$ cat src/rtl/scpg_pkg.sv
package scpg_pkg;

  localparam int MAG_W = 8;

  // right-shifting Galois step, maximal length over the 255 nonzero states
  function automatic logic [MAG_W-1:0] lfsr_next(input logic [MAG_W-1:0] s);
    logic [MAG_W-1:0] n;
    n = s >> 1;
    if (s[0]) n = n ^ 8'hB8;
    return n;
  endfunction

  // seeds spread around the cycle; 37 is coprime to 255 so indexes below 255 stay distinct
  function automatic logic [MAG_W-1:0] lane_seed(input int idx);
    return MAG_W'(((idx * 37) % 255) + 1);
  endfunction

endpackage

$ cat src/rtl/scpg_lane.sv
module scpg_lane
  import scpg_pkg::*;
#(
  parameter logic [MAG_W-1:0] SEED = 8'd1
) (
  input  logic             clk,
  input  logic             rst_n,
  input  logic             load,
  input  logic [MAG_W-1:0] mag_in,
  input  logic             draw,
  output logic             bit_o
);

  logic [MAG_W-1:0] mag_q;
  logic [MAG_W-1:0] lfsr_q;
  logic             bit_q;

  always_ff @(posedge clk) begin
    if (!rst_n) begin
      mag_q  <= '0;
      lfsr_q <= SEED;
      bit_q  <= 1'b0;
    end else begin
      if (load) mag_q <= mag_in;
      if (draw) begin
        bit_q  <= (lfsr_q < mag_q);
        lfsr_q <= lfsr_next(lfsr_q);
      end
    end
  end

  assign bit_o = bit_q;

endmodule

$ cat src/rtl/scpg_slot_timer.sv
module scpg_slot_timer #(
  parameter int LEN_W       = 8,
  parameter int DEFAULT_LEN = 50,
  parameter int GATE_CYC    = 4,
  parameter int DRAIN_CYC   = 2
) (
  input  logic             clk,
  input  logic             rst_n,
  input  logic             start,
  input  logic [LEN_W-1:0] len_in,
  output logic             busy,
  output logic             done,
  output logic             draw,
  output logic             gate_win,
  output logic             drain_win
);

  localparam int PH_W = $clog2(GATE_CYC + 1);
  localparam logic [PH_W-1:0] PH_LAST = PH_W'(GATE_CYC);
  localparam logic [PH_W-1:0] DR_LO   = PH_W'(1 + (GATE_CYC - DRAIN_CYC) / 2);
  localparam logic [PH_W-1:0] DR_HI   = PH_W'(1 + (GATE_CYC - DRAIN_CYC) / 2 + DRAIN_CYC);

  logic [PH_W-1:0]  phase_q;
  logic [LEN_W-1:0] slot_q;
  logic [LEN_W-1:0] last_q;
  logic             busy_q;
  logic             done_q;
  logic [LEN_W-1:0] len_eff;

  assign len_eff = (len_in == '0) ? LEN_W'(DEFAULT_LEN) : len_in;

  always_ff @(posedge clk) begin
    if (!rst_n) begin
      phase_q <= '0;
      slot_q  <= '0;
      last_q  <= '0;
      busy_q  <= 1'b0;
      done_q  <= 1'b0;
    end else begin
      done_q <= 1'b0;
      if (!busy_q) begin
        if (start) begin
          busy_q  <= 1'b1;
          phase_q <= '0;
          slot_q  <= '0;
          last_q  <= len_eff - LEN_W'(1);
        end
      end else if (phase_q == PH_LAST) begin
        phase_q <= '0;
        if (slot_q == last_q) begin
          busy_q <= 1'b0;
          done_q <= 1'b1;
        end else begin
          slot_q <= slot_q + LEN_W'(1);
        end
      end else begin
        phase_q <= phase_q + PH_W'(1);
      end
    end
  end

  assign busy      = busy_q;
  assign done      = done_q;
  assign draw      = busy_q && (phase_q == '0);
  assign gate_win  = busy_q && (phase_q != '0);
  assign drain_win = busy_q && (phase_q >= DR_LO) && (phase_q < DR_HI);

endmodule

$ cat src/rtl/scpg_pulse_gen.sv
module scpg_pulse_gen
  import scpg_pkg::*;
#(
  parameter int ROWS        = 32,
  parameter int COLS        = 32,
  parameter int LEN_W       = 8,
  parameter int DEFAULT_LEN = 50,
  parameter int GATE_CYC    = 4,
  parameter int DRAIN_CYC   = 2
) (
  input  logic                       clk,
  input  logic                       rst_n,
  input  logic                       start,
  input  logic [LEN_W-1:0]           len_in,
  input  logic [ROWS*(MAG_W+1)-1:0]  row_prob,
  input  logic [COLS*MAG_W-1:0]      col_prob,
  output logic [ROWS-1:0]            gate_pos,
  output logic [ROWS-1:0]            gate_neg,
  output logic [COLS-1:0]            drain,
  output logic                       busy,
  output logic                       done
);

  localparam int RW = MAG_W + 1;

  logic load;
  logic draw;
  logic gate_win;
  logic drain_win;

  assign load = start && !busy;

  scpg_slot_timer #(
    .LEN_W      (LEN_W),
    .DEFAULT_LEN(DEFAULT_LEN),
    .GATE_CYC   (GATE_CYC),
    .DRAIN_CYC  (DRAIN_CYC)
  ) u_timer (
    .clk      (clk),
    .rst_n    (rst_n),
    .start    (start),
    .len_in   (len_in),
    .busy     (busy),
    .done     (done),
    .draw     (draw),
    .gate_win (gate_win),
    .drain_win(drain_win)
  );

  for (genvar r = 0; r < ROWS; r++) begin : g_row
    logic [RW-1:0]    word;
    logic [MAG_W-1:0] mag;
    logic [RW-1:0]    neg_word;
    logic             neg_q;
    logic             row_bit;

    assign word     = row_prob[r*RW +: RW];
    assign neg_word = (~word) + RW'(1);
    // clip: the most negative word has no 8-bit magnitude, so it saturates to full scale
    assign mag = !word[RW-1]               ? word[MAG_W-1:0] :
                 (word[MAG_W-1:0] == '0)   ? {MAG_W{1'b1}}   :
                                             neg_word[MAG_W-1:0];

    always_ff @(posedge clk) begin
      if (!rst_n)    neg_q <= 1'b0;
      else if (load) neg_q <= word[RW-1];
    end

    scpg_lane #(.SEED(lane_seed(r))) u_lane (
      .clk   (clk),
      .rst_n (rst_n),
      .load  (load),
      .mag_in(mag),
      .draw  (draw),
      .bit_o (row_bit)
    );

    assign gate_pos[r] = gate_win && row_bit && !neg_q;
    assign gate_neg[r] = gate_win && row_bit && neg_q;
  end

  for (genvar c = 0; c < COLS; c++) begin : g_col
    logic col_bit;

    scpg_lane #(.SEED(lane_seed(ROWS + c))) u_lane (
      .clk   (clk),
      .rst_n (rst_n),
      .load  (load),
      .mag_in(col_prob[c*MAG_W +: MAG_W]),
      .draw  (draw),
      .bit_o (col_bit)
    );

    assign drain[c] = drain_win && col_bit;
  end

endmodule

$ cat config.mk
export PLATFORM = sky130hd
export DESIGN_NAME = scpg_pulse_gen
export DESIGN_NICKNAME = d
export VERILOG_FILES = /design/src/rtl/scpg_pkg.sv /design/src/rtl/scpg_lane.sv /design/src/rtl/scpg_slot_timer.sv /design/src/rtl/scpg_pulse_gen.sv
export SDC_FILE = /design/constraint.sdc
export NUM_CORES = 2
export LEC_CHECK = 0
export ABC_AREA = 1
export BUFFER_PORTS_ARGS = -buffer_cell sky130_fd_sc_hd__buf_2
export CAP_MARGIN = 10
export CORE_MARGIN = 2
export CORE_UTILIZATION = 49
export DETAILED_ROUTE_END_ITERATION = 16
export PLACE_DENSITY = 0.68
export SYNTH_ARGS = -nofsm -noshare
export SYNTH_HDL_FRONTEND = slang
export SYNTH_HIERARCHICAL = 1
export SYNTH_SLANG_ARGS = --single-unit
$ cat constraint.sdc
create_clock -name clk -period 15.9 [get_ports clk]
set_input_delay 1.59 -clock clk [delete_from_list [all_inputs] [get_ports clk]]
set_output_delay 1.59 -clock clk [all_outputs]
set_load 0.02 [all_outputs]
* After elaboration in Yosys (flattened, before gate mapping)
Cells that the tools add are included.
** Cells by class
- Multiply operators :: 0
- Magnitude comparators :: 66
- $add $sub $neg :: 35
- Bitwise logic cells :: 97
- Shifts and indexed selects :: 0
- Mux-type cells :: 141
- Reductions and logical operators :: 205
- Div/mod/pow operators :: 0
- Equality and inequality tests :: 4
** Operator list (number)
- $mux 8 :: 133
- $lt 8x8->1 :: 64
- $add 8x1->8 const B :: 33
- $logic_not 8->1 :: 33
- $not 3->4 :: 64
- $not 8->8 :: 32
- $logic_and 1x1->1 :: 133
- $logic_not 1->1 :: 33
- $mux 3 :: 3
- $eq 8x8->1 :: 1
- $sub 8x1->8 const B :: 1
- $reduce_and 3->1 :: 2
- $mux 1 :: 5
- $ne 2x2->1 const B :: 2
- $add 3x1->3 const B :: 1
- $eq 3x3->1 const B :: 1
- $ge 3x2->1 const B :: 1
- $logic_not 3->1 :: 1
- $lt 3x3->1 const B :: 1
- $reduce_bool 3->1 :: 1
- $reduce_and 2->1 :: 1
- $reduce_bool 2->1 :: 1
- $not 1->1 :: 1
** Word-level totals
- ROM bits :: 0
- Bits of input ports :: 555
- Latch bits :: 0
- Word-level logic and storage cells :: 777
- Memories kept :: 0
- Flip-flop bits (word level) :: 1141
- Bits in writable memories :: 0
- Output and inout bits :: 98

* Logic depth before layout (Yosys ltp)
- Word-level depth :: 4
- Mapped depth :: 12
- Mapped depth without buffers :: 12

* Hierarchy
The synthesis kept the hierarchy.
** Modules (own cells, without submodules)
- scpg_pulse_gen :: times used 1, area each 8887.3 µm², cells an instance 1811
- scpg_lane (g_col[14].u_lane ...) :: times used 11, area each 787.0 µm², cells an instance 103
- scpg_lane (g_col[12].u_lane ...) :: times used 9, area each 797.0 µm², cells an instance 104
- scpg_lane (g_col[0].u_lane ...) :: times used 7, area each 793.3 µm², cells an instance 104
- scpg_lane (g_col[13].u_lane ...) :: times used 7, area each 787.0 µm², cells an instance 104
- scpg_lane (g_row[10].u_lane ...) :: times used 6, area each 785.8 µm², cells an instance 103
- scpg_lane (g_col[10].u_lane ...) :: times used 5, area each 795.8 µm², cells an instance 103
- scpg_lane (g_col[6].u_lane ...) :: times used 4, area each 793.3 µm², cells an instance 105
- scpg_lane (g_col[11].u_lane ...) :: times used 4, area each 779.5 µm², cells an instance 102
- scpg_lane (g_col[18].u_lane ...) :: times used 2, area each 808.3 µm², cells an instance 105
- scpg_lane (g_row[0].u_lane ...) :: times used 2, area each 797.0 µm², cells an instance 105
- scpg_lane (g_col[23].u_lane ...) :: times used 2, area each 780.7 µm², cells an instance 102
- scpg_slot_timer :: times used 1, area each 1350.0 µm², cells an instance 222
- scpg_lane (g_row[20].u_lane) :: times used 1, area each 803.3 µm², cells an instance 105
- 4 more rows

* Least setup slack after synthesis
OpenSTA, ideal clock, no wires.
- Kind :: flip-flop to flip-flop
- Start :: register u_timer.busy_q (netlist: u_timer/busy)
- End :: register g_row[20].u_lane.lfsr_q[3]
- Data arrival time :: 12.179 ns
- Stages on the path, launching flop included :: 9
- Setup slack :: 3.605 ns
- Cells stage by stage :: dfxtp_1 -> inv_2 -> buf_2 -> nor2_1 -> buf_4 -> inv_2 -> buf_6 -> o21ai_0 -> inv_1
** On the way
- Longest elaborated chain between the ends :: 1
** RTL lines
- start: declaration :: line scpg_slot_timer.sv:26 : logic busy_q;
- start signal: assignment :: line scpg_slot_timer.sv:37 : busy_q <= 1'b0;
- start signal: assignment :: line scpg_slot_timer.sv:43 : busy_q <= 1'b1;
- start signal: assignment :: line scpg_slot_timer.sv:51 : busy_q <= 1'b0;
- $logic_and 1x1->1 :: line scpg_slot_timer.sv:64 : assign draw = busy_q && (phase_q == '0);
- named net draw :: line scpg_pulse_gen.sv:27 : logic draw;
- end signal: assignment :: line scpg_lane.sv:27 : lfsr_q <= lfsr_next(lfsr_q);
- end: declaration :: line scpg_lane.sv:15 : logic [MAG_W-1:0] lfsr_q;
The timed path passes the listed nets, and every way through them passes these cells.
A chain may end at the register's enable or synchronous reset.

* Worst setup path in the final report
- Start :: register u_timer.phase_q[1]
- End :: output port gate_neg[24]
** On the way
- Longest elaborated chain between the ends :: 4
** RTL lines
- start: declaration :: line scpg_slot_timer.sv:23 : logic [PH_W-1:0] phase_q;
- start signal: assignment :: line scpg_slot_timer.sv:57 : phase_q <= phase_q + PH_W'(1);
- $reduce_bool 3->1 :: line scpg_slot_timer.sv:65 : assign gate_win = busy_q && (phase_q != '0);
- $logic_and 1x1->1 :: line scpg_slot_timer.sv:65
- named net gate_win :: line scpg_pulse_gen.sv:28 : logic gate_win;
- $logic_and 1x1->1 (2 in series) :: line scpg_pulse_gen.sv:79 : assign gate_neg[r] = gate_win && row_bit && neg_q;
- end: declaration :: line scpg_pulse_gen.sv:18 : output logic [ROWS-1:0] gate_neg,
The timed path passes the listed nets, and every way through them passes these cells.

==> run_results.csv <==
group,metric,value,unit
timing,finalMaxSlewViolations,0,
critical_path,reg2reg_depth,12,
critical_path,crit_arrival,3.27,ns
global_routing,overflow,0,
timing,period_needed,4.86,ns
routing,ant_nets,0,
yosys,synthArstFlopShare,0,%
critical_path,cpPeakStageDelay,0.60,ns
routing,met2_wirelength,69800,µm
yosys,ys_seq_area_share,37.5,%
critical_path,path_buf_inv,3,
yosys,ys.flop_type,"dfxtp_1",
critical_path,critical_path_class,"reg -> out",
floorplan,die_h,356,µm
critical_path,setup.worst_path.end_class,"output port",
place,placed_cells,10750,
timing,rsz0062_at_grt,"false",
yosys,synthXorXnorAreaFrac,1.90,%
power_and_ir_drop,p_per_area,110,mW/mm²
run_status,status,"finished, final reports clean",
clocking,post_cts_buffers,0,
routing,drcViolationCount,0,
routing,wirelength_met1,66200,µm
yosys,syn_area,0.0608,mm²
routing,drt_wl_total,149000,µm
floorplan,rows,129,
cells_and_area,fin_nets,10288,
critical_path,worstSetupPathDepth,7,
clocking,cts_sinks,1141,
global_routing,grt_pass1_wl,242000,µm
critical_path,cp_cell_sequence,"inv_1, ha_1, a21oi_4, buf_4, nand2_1, nor2_1, buf_2",
floorplan,core-area,0.123,mm²
yosys,synth_seq_cells,1141,
timing,setup_viol,0,
place,gp_congestion,0.878,
cells_and_area,layout_commonest_cell,"nand2_1",
timing,hold_viol_final,0,
routing,wl_met3,7170,µm
cells_and_area,instances_no_fill,11004,
critical_path,crit_end,"gate_neg[24]",
yosys,syn_avg_cell_area,7.02,µm²
yosys,yosys_warnings,6,
critical_path,worstPathMaxFanout,19,
cells_and_area,mostFrequentLayoutCells,"1891 x nand2_1, 1141 x dfxtp_1, 1077 x inv_1, 1011 x nor2_1, 979 x o21ai_0",
global_routing,grtUsageTotal,22.8,%
worst_hold_path,hold_path.class,"reg -> reg",
floorplan,start_util,49.3,%
yosys,ys_types,37,
yosys,synth_compound_area_share,17.5,%
floorplan,io_pins,653,
routing,drtPass1Iterations,6,
yosys,synth_fa_ha_area_share,9.98,%
critical_path,r2r-start,"u_timer/phase_q[0]",
critical_path,critical_path.startpoint,"u_timer/phase_q[1]",
yosys,postSynthCellCount,8660,
clocking,cts_buffers,133,
critical_path,slowest_stage,"a21oi_4",
cells_and_area,area_delta_synth_final,14.0,%
power_and_ir_drop,power_leakage,33.5,nW
global_routing,grt_pass1_vias,50311,
place,hpwl,107000,µm
critical_path,r2r_setup_slack,12.75,ns
clocking,ctsResizeCount,0,
yosys,synth_nets,9700,
clocking,cts_root_buffer,"clkbuf_16",
critical_path,start_kind,"flop",
clocking,clockBufferDepth,3,
cells_and_area,drive_gt1_share,13.4,%
floorplan,die_x,356,µm
power_and_ir_drop,peakVddDrop,103,µV
routing,wl_per_cell,13.5,µm
clocking,h-tree-depth,4,
yosys,synthMuxAreaShare,0.0165,%
routing,vias,54952,
clocking,clk_pin_slew,0.06,ns
global_routing,grt_max_degree,215,
clocking,worstSkewPairLatency,0.76,ns
place,port_buffers,652,
timing,max_slew_margin,37.0,%
timing,fmax,206,MHz
yosys,synth-edff-count,0,
critical_path,crit_required,14.31,ns
floorplan,dieArea,0.127,mm²
routing,drt_iter0_markers,3182,
routing,dr.max_layer_used,"met5",
clocking,tritoncts,"done",
flow_run,maxCapViolations,0,
critical_path,cp_top_family,"buffers and inverters",
routing,viasPerCell,4.99,
timing,finClkSkew,0.0234,ns
timing,worstMarginPinSlew,0.945,ns
yosys,synth_top_family_by_area,"simple AND/OR/NAND/NOR gates",
timing,fin_crit_sh,30.5,%
yosys,synthSimpleGateAreaFrac,23.0,%
clocking,cts_hold_buf,0,
critical_path,r2r-end,"g_col[1].u_lane/bit_o",
timing,fin_tns_setup,0,ns
global_routing,antenna_found_initial,44,
==> routing by layer <==
layer / vias to the layer above / global-route usage, %
li1: 29100 / -
met1: 24538 / 28.1
met2: 940 / 38.9
met3: 336 / 4.38
met4: 38 / 8.96
met5: - / 0
==> worst min path at each step <==
stage                                    from                   endpoint  slack, ns  cells after the start
global placement     g_col[3].u_lane/mag_q[2]   g_col[3].u_lane/mag_q[2]       0.45                      2
floorplan            g_col[0].u_lane/mag_q[7]   g_col[0].u_lane/mag_q[7]       0.43                      2
detailed placement  g_col[11].u_lane/mag_q[7]  g_col[11].u_lane/mag_q[7]       0.46                      2
CTS                 g_col[18].u_lane/mag_q[4]  g_col[18].u_lane/mag_q[4]       0.46                      2
finish              g_row[21].u_lane/mag_q[7]  g_row[21].u_lane/mag_q[7]       0.46                      2
global route        g_col[26].u_lane/mag_q[5]  g_col[26].u_lane/mag_q[5]       0.47                      2
==> cell families after synthesis <==
logic type | Yosys count
and+or+nand+nor | 3421
muxes | 1
buffers and inverters | 1439
AOI/OAI and AO/OA | 2041
adders and majority gates | 485
xor gates and xnor gates | 132
DFF | 1141
==> metrics by stage <==
step                power, mW  utilization, %  hold slack [ns]  instance area (µm²)  worst slack [ns]
floorplan                4.34               -            0.435                60800              3.61
CTS                      7.71            56.1            0.465                69300             10.90
global route             8.09            56.1            0.475                69300             10.87
detailed placement       4.65            52.6            0.455                65000             10.80
global placement         4.59            52.6            0.454                65000             10.81
finish                   7.63            56.2            0.460                69300             11.04
==> state kept, by name (all words and copies together) (netlist names), 3 cells and up <==
| register | count |
|---|---|
| g_col.u_lane/lfsr_q | 256 |
| g_col.u_lane/mag_q | 256 |
| g_row.u_lane/lfsr_q | 256 |
| g_row.u_lane/mag_q | 256 |
| g_col.u_lane/bit_o | 32 |
| g_row.neg_q | 32 |
| g_row.u_lane/bit_o | 32 |
| u_timer/last_q | 8 |
| u_timer/slot_q | 8 |
| u_timer/phase_q | 3 |
==> where the power goes <==
group	internal, mW	switching [mW]
Clock	1.80	1.23
Combinational	0.506	0.798
Sequential	3.12	0.175
==> cell usage after synthesis (92+ instances only) <==
library cell | instances | area share (%)
a21oi_1 | 883 | 7.3
a21oi_2 | 92 | 1.3
buf_2 | 141 | 1.2
dfxtp_1 | 1141 | 38
ha_1 | 485 | 10
inv_1 | 1077 | 6.6
inv_2 | 128 | 0.79
nand2_1 | 1891 | 12
nand3_1 | 310 | 2.6
nor2_1 | 1012 | 6.2
o21ai_0 | 979 | 8.1
xor2_1 | 101 | 1.5
==> area by class of cell <==
type | count | area (µm²)
clock inverters | 44 | 483
diodes | 16 | 40.0
fillers | 11830 | 54100
well taps | 1637 | 2050
repair buffers | 668 | 3470
flip-flops and latches | 1141 | 22800
multi-input cells | 6080 | 31900
clock buffers | 194 | 3850
inverters | 1224 | 4680
==> worst register-to-register path, cell delays in order, from the launching register on <==
cell	delay [ns]
dfxtp_1	0.32
inv_1	0.13
ha_1	0.24
nand2_1	0.11
nor2_4	0.13
buf_12	0.60
buf_4	0.81
inv_2	0.30
nor2_2	0.14
nand2_1	0.06
nor2_1	0.11
nand2_1	0.07
a21oi_2	0.10
No activity file was read; power rests on OpenSTA's default activity.
